`src/rtl/i2c_arb_pkg.sv`:
```
package i2c_arb_pkg;

   typedef enum logic {
      UPD_BIT  = 1'b0,
      UPD_BYTE = 1'b1
   } upd_mode_e;

   // Bus events derived from synchronised SCL/SDA, one cycle wide each
   typedef struct packed {
      logic rise;
      logic fall;
      logic start;
      logic stop;
   } bus_ev_t;

endpackage

```
`src/rtl/i2c_arb_sync.sv`:
```
module i2c_arb_sync #(
   parameter int   WIDTH   = 2,
   parameter int   STAGES  = 2,
   parameter logic RST_VAL = 1'b1
) (
   input  logic             clk,
   input  logic             rst_n,
   input  logic [WIDTH-1:0] d,
   output logic [WIDTH-1:0] q
);

   if (STAGES < 2) begin : g_bad_stages
      $error("i2c_arb_sync: STAGES must be at least 2");
   end
   if (WIDTH < 1) begin : g_bad_width
      $error("i2c_arb_sync: WIDTH must be at least 1");
   end

   logic [WIDTH-1:0] stage [STAGES];

   for (genvar s = 0; s < STAGES; s++) begin : g_stage
      if (s == 0) begin : g_first
         always_ff @(posedge clk or negedge rst_n) begin
            if (!rst_n) stage[s] <= {WIDTH{RST_VAL}};
            else        stage[s] <= d;
         end
      end else begin : g_next
         always_ff @(posedge clk or negedge rst_n) begin
            if (!rst_n) stage[s] <= {WIDTH{RST_VAL}};
            else        stage[s] <= stage[s-1];
         end
      end
   end

   assign q = stage[STAGES-1];

endmodule

```
`src/rtl/i2c_arb_events.sv`:
```
module i2c_arb_events
   import i2c_arb_pkg::*;
(
   input  logic    clk,
   input  logic    rst_n,
   input  logic    scl_s,
   input  logic    sda_s,
   output bus_ev_t ev
);

   logic scl_p, sda_p;

   always_ff @(posedge clk or negedge rst_n) begin
      if (!rst_n) begin
         scl_p <= 1'b1;
         sda_p <= 1'b1;
      end else begin
         scl_p <= scl_s;
         sda_p <= sda_s;
      end
   end

   always_comb begin
      ev.rise  = scl_s & ~scl_p;
      ev.fall  = ~scl_s & scl_p;
      ev.start = scl_s & scl_p & ~sda_s & sda_p;
      ev.stop  = scl_s & scl_p & sda_s & ~sda_p;
   end


   ev_excl_chk: assert property (@(posedge clk) disable iff (!rst_n)
      $countones({ev.rise, ev.fall, ev.start, ev.stop}) <= 1);

endmodule

```
`src/rtl/i2c_arb_bitpos.sv`:
```
module i2c_arb_bitpos
   import i2c_arb_pkg::*;
#(
   parameter int DATA_BITS = 8,
   localparam int LAST     = DATA_BITS + 1,
   localparam int CNT_W    = $clog2(DATA_BITS + 2)
) (
   input  logic             clk,
   input  logic             rst_n,
   input  bus_ev_t          ev,
   output logic [CNT_W-1:0] pos,
   output logic             data_rise,
   output logic             last_fall
);

   if (DATA_BITS < 1) begin : g_bad_bits
      $error("i2c_arb_bitpos: DATA_BITS must be at least 1");
   end

   localparam logic [CNT_W-1:0] POS_LAST = CNT_W'(LAST);
   localparam logic [CNT_W-1:0] POS_ACK  = CNT_W'(DATA_BITS);

   logic [CNT_W-1:0] pos_q, pos_d;

   always_comb begin
      pos_d = pos_q;
      if (ev.start || ev.stop) begin
         pos_d = '0;
      end else if (ev.rise) begin
         if (pos_q == POS_LAST) pos_d = CNT_W'(1);
         else                   pos_d = pos_q + CNT_W'(1);
      end
   end

   always_ff @(posedge clk or negedge rst_n) begin
      if (!rst_n) pos_q <= '0;
      else        pos_q <= pos_d;
   end

   assign pos       = pos_q;
   // the rise that leads into the acknowledge clock is not compared
   assign data_rise = ev.rise && (pos_q != POS_ACK);
   assign last_fall = ev.fall && (pos_q == POS_LAST);


   pos_range_chk: assert property (@(posedge clk) disable iff (!rst_n)
      pos_q <= POS_LAST);


   cond_zero_chk: assert property (@(posedge clk) disable iff (!rst_n)
      (ev.start || ev.stop) |=> (pos_q == '0));


   wrap_chk: assert property (@(posedge clk) disable iff (!rst_n)
      (ev.rise && pos_q == POS_LAST) |=> (pos_q == CNT_W'(1)));

endmodule

```
`src/rtl/i2c_arb_flag.sv`:
```
module i2c_arb_flag
   import i2c_arb_pkg::*;
(
   input  logic      clk,
   input  logic      rst_n,
   input  upd_mode_e mode,
   input  logic      stop_en,
   input  logic      clr,
   input  logic      tx_bit,
   input  logic      sda_s,
   input  logic      data_rise,
   input  logic      last_fall,
   input  bus_ev_t   ev,
   output logic      flag,
   output logic      released
);

   logic flag_q, flag_d;
   logic pend_q, pend_d;
   logic rel_q, rel_d;
   logic mismatch, set_now;

   assign mismatch = data_rise && (tx_bit != sda_s);

   always_comb begin
      flag_d = flag_q;
      pend_d = pend_q;
      if (mode == UPD_BIT) begin
         if (data_rise) flag_d = mismatch;
      end else begin
         if (mismatch) pend_d = 1'b1;
         if (last_fall) begin
            if (pend_q) flag_d = 1'b1;
            pend_d = 1'b0;
         end
      end
      if (ev.start || ev.stop) pend_d = 1'b0;
      if (clr) flag_d = 1'b0;
   end

   assign set_now = flag_d & ~flag_q;

   always_comb begin
      rel_d = rel_q;
      if (clr || ev.stop)         rel_d = 1'b0;
      else if (set_now && stop_en) rel_d = 1'b1;
   end

   always_ff @(posedge clk or negedge rst_n) begin
      if (!rst_n) begin
         flag_q <= 1'b0;
         pend_q <= 1'b0;
         rel_q  <= 1'b0;
      end else begin
         flag_q <= flag_d;
         pend_q <= pend_d;
         rel_q  <= rel_d;
      end
   end

   assign flag     = flag_q;
   assign released = rel_q;


   clr_wins_chk: assert property (@(posedge clk) disable iff (!rst_n)
      clr |=> !flag_q);


   bit_hold_chk: assert property (@(posedge clk) disable iff (!rst_n)
      (mode == UPD_BIT && !data_rise && !clr) |=> $stable(flag_q));


   byte_rise_chk: assert property (@(posedge clk) disable iff (!rst_n)
      (mode == UPD_BYTE && !last_fall && !flag_q) |=> !flag_q);


   byte_sticky_chk: assert property (@(posedge clk) disable iff (!rst_n)
      (mode == UPD_BYTE && flag_q && !clr) |=> flag_q);


   rel_hold_chk: assert property (@(posedge clk) disable iff (!rst_n)
      (rel_q && !clr && !ev.stop) |=> rel_q);

endmodule

```
`src/rtl/i2c_arb_monitor.sv`:
```
module i2c_arb_monitor
   import i2c_arb_pkg::*;
#(
   parameter int DATA_BITS   = 8,
   parameter int SYNC_STAGES = 2
) (
   input  logic                              clk,
   input  logic                              rst_n,
   input  logic                              scl_in,
   input  logic                              sda_in,
   input  logic                              tx_bit,
   input  logic                              byte_mode,
   input  logic                              stop_en,
   input  logic                              clr_flag,
   output logic                              arb_lost,
   output logic                              sda_oe_gate,
   output logic [$clog2(DATA_BITS+2)-1:0]    bit_pos
);

   localparam int CNT_W = $clog2(DATA_BITS + 2);

   logic [1:0]       bus_s;
   bus_ev_t          ev;
   logic [CNT_W-1:0] pos;
   logic             data_rise, last_fall;
   logic             flag, released;
   upd_mode_e        mode;

   assign mode = upd_mode_e'(byte_mode);

   i2c_arb_sync #(
      .WIDTH   (2),
      .STAGES  (SYNC_STAGES),
      .RST_VAL (1'b1)
   ) u_sync (
      .clk   (clk),
      .rst_n (rst_n),
      .d     ({scl_in, sda_in}),
      .q     (bus_s)
   );

   i2c_arb_events u_events (
      .clk   (clk),
      .rst_n (rst_n),
      .scl_s (bus_s[1]),
      .sda_s (bus_s[0]),
      .ev    (ev)
   );

   i2c_arb_bitpos #(
      .DATA_BITS (DATA_BITS)
   ) u_bitpos (
      .clk       (clk),
      .rst_n     (rst_n),
      .ev        (ev),
      .pos       (pos),
      .data_rise (data_rise),
      .last_fall (last_fall)
   );

   i2c_arb_flag u_flag (
      .clk       (clk),
      .rst_n     (rst_n),
      .mode      (mode),
      .stop_en   (stop_en),
      .clr       (clr_flag),
      .tx_bit    (tx_bit),
      .sda_s     (bus_s[0]),
      .data_rise (data_rise),
      .last_fall (last_fall),
      .ev        (ev),
      .flag      (flag),
      .released  (released)
   );

   assign arb_lost    = flag;
   assign sda_oe_gate = ~released;
   assign bit_pos     = pos;


   gate_with_flag_chk: assert property (@(posedge clk) disable iff (!rst_n)
      ($rose(arb_lost) && $past(stop_en)) |-> !sda_oe_gate);


   gate_needs_en_chk: assert property (@(posedge clk) disable iff (!rst_n)
      $fell(sda_oe_gate) |-> ($rose(arb_lost) && $past(stop_en)));


   ack_no_cmp_chk: assert property (@(posedge clk) disable iff (!rst_n)
      (!byte_mode && ev.rise && pos == CNT_W'(DATA_BITS) && !clr_flag) |=> $stable(arb_lost));

endmodule

```
`config.mk`:
```
export PLATFORM = sky130hd
export DESIGN_NAME = i2c_arb_monitor
export DESIGN_NICKNAME = d
export VERILOG_FILES = /design/src/rtl/i2c_arb_pkg.sv /design/src/rtl/i2c_arb_sync.sv /design/src/rtl/i2c_arb_events.sv /design/src/rtl/i2c_arb_bitpos.sv /design/src/rtl/i2c_arb_flag.sv /design/src/rtl/i2c_arb_monitor.sv
export SDC_FILE = /design/constraint.sdc
export NUM_CORES = 1
export LEC_CHECK = 0
export ABC_CLOCK_PERIOD_IN_PS = 2300
export BUFFER_PORTS_ARGS = -buffer_cell sky130_fd_sc_hd__buf_2
export CAP_MARGIN = 20
export CORE_AREA = 2 2 39 41
export DETAILED_ROUTE_END_ITERATION = 16
export DIE_AREA = 0 0 41 43
export GPL_TIMING_DRIVEN = 0
export HOLD_SLACK_MARGIN = 0.08
export PLACE_DENSITY = 0.69
export SYNTH_ARGS = -nofsm -noshare
export SYNTH_HDL_FRONTEND = slang
export SYNTH_SLANG_ARGS = --single-unit
```
`constraint.sdc`:
```
create_clock -name clk -period 2.3 [get_ports clk]
set_clock_uncertainty 0.2 [all_clocks]
set_input_delay 0.23 -clock clk [delete_from_list [all_inputs] [get_ports clk]]
set_output_delay 0.23 -clock clk [all_outputs]
set_load 0.03 [all_outputs]
```
* Yosys cells after proc, flatten, opt, wreduce, memory -nomap -nowiden *
Cells that the tools add are included.
W data, S select, Z words.

storage, ports and cells
  word-level logic and storage cells = 51
  output and inout bits = 6
  input port bits = 8
  flip-flop bits (word level) = 13

cells by class
  mux-type cells = 14
  add/sub/neg operators = 1
  bitwise logic cells = 14
  reduce and logical (&&, ||, !) cells = 11
  equality and inequality tests = 3

operator list
  kind                   count
  $mux W4                3
  $mux W1                11
  $and A1 B1 Y1          8
  $not A1 Y1             6
  $reduce_bool A2 Y1     3
  $add A4 B1 Y4 const B  1
  $eq A4 B4 Y1 const B   1
  $logic_and A1 B1 Y1    4
  $ne A4 B4 Y1 const B   1
  $reduce_bool A3 Y1     1
  $logic_or A1 B1 Y1     2
  $reduce_and A2 Y1      1
  $ne A1 B1 Y1           1

* Depth between registers and ports, before layout *
  word-level depth = 11
  gate-level depth with buffers = 4
  depth with buffers taken out = 4

* By module *
From an unflattened synthesis, not the netlist that was laid out.

second synthesis, totals
  cells, all modules = 52
  area, all modules = 593.1 um^2

modules (own cells, without submodules)
  module           instances  cells each  sequential area each (um^2)  area an instance (um^2)
  i2c_arb_bitpos   1          24          100.1                        227.7
  i2c_arb_flag     1          15          75.1                         156.4
  i2c_arb_sync     1          6           105.1                        120.1
  i2c_arb_events   1          6           52.6                         85.1
  i2c_arb_monitor  1          1           0.0                          3.8

* Least setup slack after synthesis *
OpenSTA, ideal clock, no wires.

  kind = reg2reg
  start = reg u_bitpos.pos_q[2], in the netlist u_bitpos.pos[2]
  end = reg u_flag.rel_q, in the netlist u_flag.released
  path buffers = 0
  data arrival time = 1.329 ns
  data required time = 2.008 ns
  setup time = 0.092 ns
  period minus slack after synthesis = 1.620 ns
  stages on the path, launching flop included = 5
  slack = 0.680 ns
  cells stage by stage = dfrtp_1 nand2b_1 o31ai_1 nor3_2 o31ai_2

on the way
  longest elaborated chain between the ends = 9
  elaborated cells between the ends (all ways) = 12
  those cells by class = eq/ne: 2; mux: 4; bitwise: 1; reduce/logical: 5

RTL lines
  item                                     RTL line              source
  start: declaration                       i2c_arb_bitpos.sv:23  logic [CNT_W-1:0] pos_q, pos_d;
  start signal: assignment                 i2c_arb_bitpos.sv:37  else pos_q <= pos_d;
  $ne A4 B4 Y1                             i2c_arb_bitpos.sv:42  assign data_rise = ev.rise && (pos_q != POS_ACK);
  $logic_and A1 B1 Y1                      i2c_arb_bitpos.sv:42
  $logic_and A1 B1 Y1                      i2c_arb_flag.sv:23    assign mismatch = data_rise && (tx_bit != sda_s);
  $mux W1                                  i2c_arb_flag.sv:29    if (data_rise) flag_d = mismatch;
  $mux W1 (*)                              i2c_arb_flag.sv:28    if (mode == UPD_BIT) begin
  $mux W1 (*)                              i2c_arb_flag.sv:38    if (clr) flag_d = 1'b0;
  $and A1 B1 Y1 (*)                        i2c_arb_flag.sv:41    assign set_now = flag_d & ~flag_q;
  $logic_and A1 B1 Y1 (*)                  i2c_arb_flag.sv:46    else if (set_now && stop_en) rel_d = 1'b1;
  $reduce_bool A2 Y1 (no source line) (*)  n/a
  end signal: assignment                   i2c_arb_flag.sv:57    rel_q <= rel_d;
  end: declaration                         i2c_arb_flag.sv:20    logic rel_q, rel_d;

Mark *: on every way between the ends. The rest lies on a longest branch, timed or not.
A chain may end at the register's enable or synchronous reset.

* Worst setup path in the final report *
  start = reg u_sync.stage (netlist bit u_sync.q[1])
  end = reg u_flag.rel_q, in the netlist u_flag.released

on the way
  longest elaborated chain between the ends = 9
  elaborated cells between the ends (all ways) = 18
  those cells by class = mux: 5; bitwise: 7; reduce/logical: 6

RTL lines
  item                                                  RTL line                                    source
  start: declaration                                    i2c_arb_sync.sv:19                          logic [WIDTH-1:0] stage [STAGES];
  start signal: indexed assignment                      i2c_arb_sync.sv:29                          if (!rst_n) stage[s] <= {WIDTH{RST_VAL}};
  start signal: indexed assignment                      i2c_arb_sync.sv:30                          else stage[s] <= stage[s-1];
  $and A1 B1 Y1 or $not A1 Y1 (tied branches)           i2c_arb_events.sv:24, i2c_arb_events.sv:25
  $logic_and A1 B1 Y1 or $and A1 B1 Y1 (tied branches)  i2c_arb_bitpos.sv:42, i2c_arb_events.sv:25
  $logic_and A1 B1 Y1, on equally long branches         i2c_arb_flag.sv:23, i2c_arb_bitpos.sv:43
  $mux W1, on equally long branches                     i2c_arb_flag.sv:29, i2c_arb_flag.sv:32
  $mux W1                                               i2c_arb_flag.sv:28
  $mux W1                                               i2c_arb_flag.sv:38
  $and A1 B1 Y1                                         i2c_arb_flag.sv:41
  $logic_and A1 B1 Y1                                   i2c_arb_flag.sv:46
  $reduce_bool A2 Y1 (no source line)                   n/a

Parallel ways exist; a longest one is shown, timed or not.

==> results.yml <==
run_status:
  status: "completed"
die:
  die_x_um: 41
  row_count: 14
  io_pins: 14
  core_area_sq_um: 1384
  initial_core_util: 0.4331
  dieArea_sq_um: 1763
  die_y_um: 43
clock_network:
  post_cts_resized: 0
  hold_buffers: 5
  h-tree-depth: 1
  clk_latency_ns: 0.27
  post_cts_buffers: 0
  clock_sinks: 13
  cts_tree: "done"
  numCtsBuffers: 3
  clk_path_buf_depth: 2
  clkSlewWorstSetupHoldPaths_ns: 0.08
  cts_root_buffer: "clkbuf_4"
global_route:
  grt_pass1_vias: 440
  grt_pass1_wl_mm: 1.800
  grt_start_max_net_pins: 14
  grt_overflow: 0
  antenna_found_initial: 0
  track_usage: 0.1573
yosys:
  synth-main-ff-cell: "dfrtp_1"
  yosysUniqueCellTypes: 24
  synth_area_sq_um: 599.3
  yosysWarningCount: 0
  syn_area_per_cell_sq_um: 10.90
  ys_ff_latch: 13
  synth_top_cell_area_share: 0.2923
  syn_inst: 55
  synth-edff-count: 0
  synth_area_leaders: "dfrtp_1 29%, dfstp_2 26%, xor2_1 4.4%"
  synth_area_leader_cell: "dfrtp_1"
  async_reset_ff_frac: 1.000
  ys_seq_area_frac: 0.5553
  syn-num-nets: 63
sta:
  fin_crit_sh: 0.7422
  worstMarginPinSlew_ns: 0.3703
  slew_headroom: 0.7510
  min_period_ns: 1.707
  hold_viol: 0
  fmax_mhz: 585.8
  rsz0062_at_grt: "false"
  slew_viol_final: 0
  setup_tns_ns: 0
  finalSetupViolCount: 0
power:
  internal_power_uw: 402.6
  seq_power_share: 0.505
  p_sw_frac: 0.3662
  p_clk_frac: 0.218
  power_uw: 635.1
  p_leak_nw: 0.3412
  p_sw_uw: 232.6
  ir_drop_uv: 470.4
  p_per_area_nw_per_um2: 833.5
  combPwrFrac: 0.277
route:
  wl_per_cell_um: 11.77
  dr.pass1.iters: 4
  vias: 458
  drc: 0
  wirelength_mm: 1.095
  avgViaCountPerCell: 4.925
  postRouteAntennaNets: 0
  dr.first_iter.drc_count: 12
setup_path:
  endpoint_kind: "flip-flop"
  crit_fanout: 6
  critPathArrivalTime_ns: 1.70
  critPathRequiredTime_ns: 2.29
  criticalPathCategory: "flip-flop to flip-flop"
  crit_path_start_kind: "flip-flop"
cells_and_area:
  fillers: 130
  drive_gt1_frac: 0.3506
  antennaDiodeCount: 0
  syn2layout_area_growth_pct: 27.14
  layout.nets: 86
placement:
  hpwlAfterDp_um: 763.7
  gp_congestion: 0.7533
  portBuffers: 13
run:
  drv_cap: 0
hold_path:
  hp-class: "input pin to flip-flop"
## synth_stat cells (2+ instances only)
master	instances
nor3_1	2
a41oi_1	2
xor2_1	3
inv_1	4
nand2_1	3
o21ai_0	2
o21a_1	2
nor2_1	5
dfstp_2	6
nor2b_1	3
a21oi_1	2
dfrtp_1	7
nand3_1	3
## worst max-delay path, stage by stage (launching register included)
cell and delay [ns]:
dfstp_2 0.58, nor2b_1 0.28, o311ai_1 0.16, o21a_1 0.17
o31ai_2 0.23
## metal layers
| metal | vias to the layer above | part of all wire | GRT usage |
|---|---|---|---|
| li1 | 237 | - | - |
| met1 | 210 | 0.47 | 0.1939 |
| met2 | 9 | 0.47 | 0.2281 |
| met3 | 2 | 0.047 | 0.03141 |
| met4 | 0 | 0.013 | 0.1200 |
| met5 | - | 0 | 0 |
## cells in the final DEF, fill, tap and decap left out
cell / n
dfrtp_1: 7
buf_2: 13
clkinv_2: 1
a21oi_1: 2
nand3_1: 3
xor2_1: 3
o311ai_1: 1
nor3b_2: 1
nor3_2: 1
nor2b_1: 3
dfstp_2: 6
o31ai_2: 1
nand2b_1: 1
nor3b_1: 1
o21a_1: 2
a211oi_2: 1
nand3b_1: 1
and3_1: 1
clkbuf_4: 3
a41oi_1: 2
nor2_1: 5
o31ai_1: 1
dlygate4sd3_1: 5
o21ai_0: 2
inv_1: 4
nor3_1: 2
nand2_1: 3
and2b_1: 1
## cell families after synthesis
logic type,synth area share
AO/OA/AOI/OAI,0.1566
XOR/XNOR,0.04385
buffers and inverters,0.02504
flip-flops,0.5553
AND/OR/NAND/NOR,0.2192
## registers in the layout (all words and copies together) (netlist names)
signal,flops
u_bitpos.pos,4
u_sync.stage,2
u_events.sda_p,1
u_sync.q,2
u_flag.released,1
u_flag.flag,1
u_flag.pend_q,1
u_events.scl_p,1
## path summary, 6_finish.rpt
| path | start | to | slack [ns] | cells past startpoint |
|---|---|---|---|---|
| hold reg to reg | u_sync.stage[3] | u_sync.q[1] | 0.16 | 0 |
| max in group asynchronous | rst_n | u_sync.q[1] | 1.47 | 2 |
| min in group asynchronous | rst_n | u_flag.released | 0.16 | 2 |
| setup reg to reg | u_sync.q[1] | u_flag.released | 0.59 | 4 |
| setup / recovery | u_sync.q[1] | u_flag.released | 0.59 | 4 |
| hold / removal | byte_mode | u_flag.pend_q | 0.14 | 3 |
## stage by stage
stage / utilization / worst slack, ns / std cells / instance area, sq um / hold WS, ns
after floorplan: - / 0.6797 / 55 / 599.3 / -0.2656
final: 0.5506 / 0.5930 / 93 / 762.0 / 0.1422
after CTS: 0.5506 / 0.5677 / 93 / 762.0 / 0.1286
after global placement: 0.4946 / 0.6382 / 84 / 684.4 / -0.07412
after global routing: 0.5506 / 0.4632 / 93 / 762.0 / 0.1486
after detailed placement: 0.4946 / 0.5863 / 84 / 684.4 / -0.06643
## layout make-up
type                            instances  area (sq um)  area share
Inverter                                4         15.01     0.01970
Tap cell                               16         20.02     0.02627
Multi-Input combinational cell         38         251.5      0.3300
Timing Repair Buffer                   18         115.1      0.1511
Clock inverter                          1         5.005    0.006568
Clock buffer                            3         22.52     0.02956
Sequential cell                        13         332.8      0.4368
## power groups by stage
stage | clock network (mW) | logic (mW) | registers (mW)
4_1_cts | 0.148 | 0.178 | 0.320
3_3_place_gp | 0 | 0.168 | 0.321
5_1_grt | 0.158 | 0.194 | 0.328
6_report | 0.138 | 0.176 | 0.321
2_1_floorplan | 0 | 0.0728 | 0.365
3_5_place_dp | 0 | 0.170 | 0.324
Note: power is estimated with default switching activity, not from simulation.
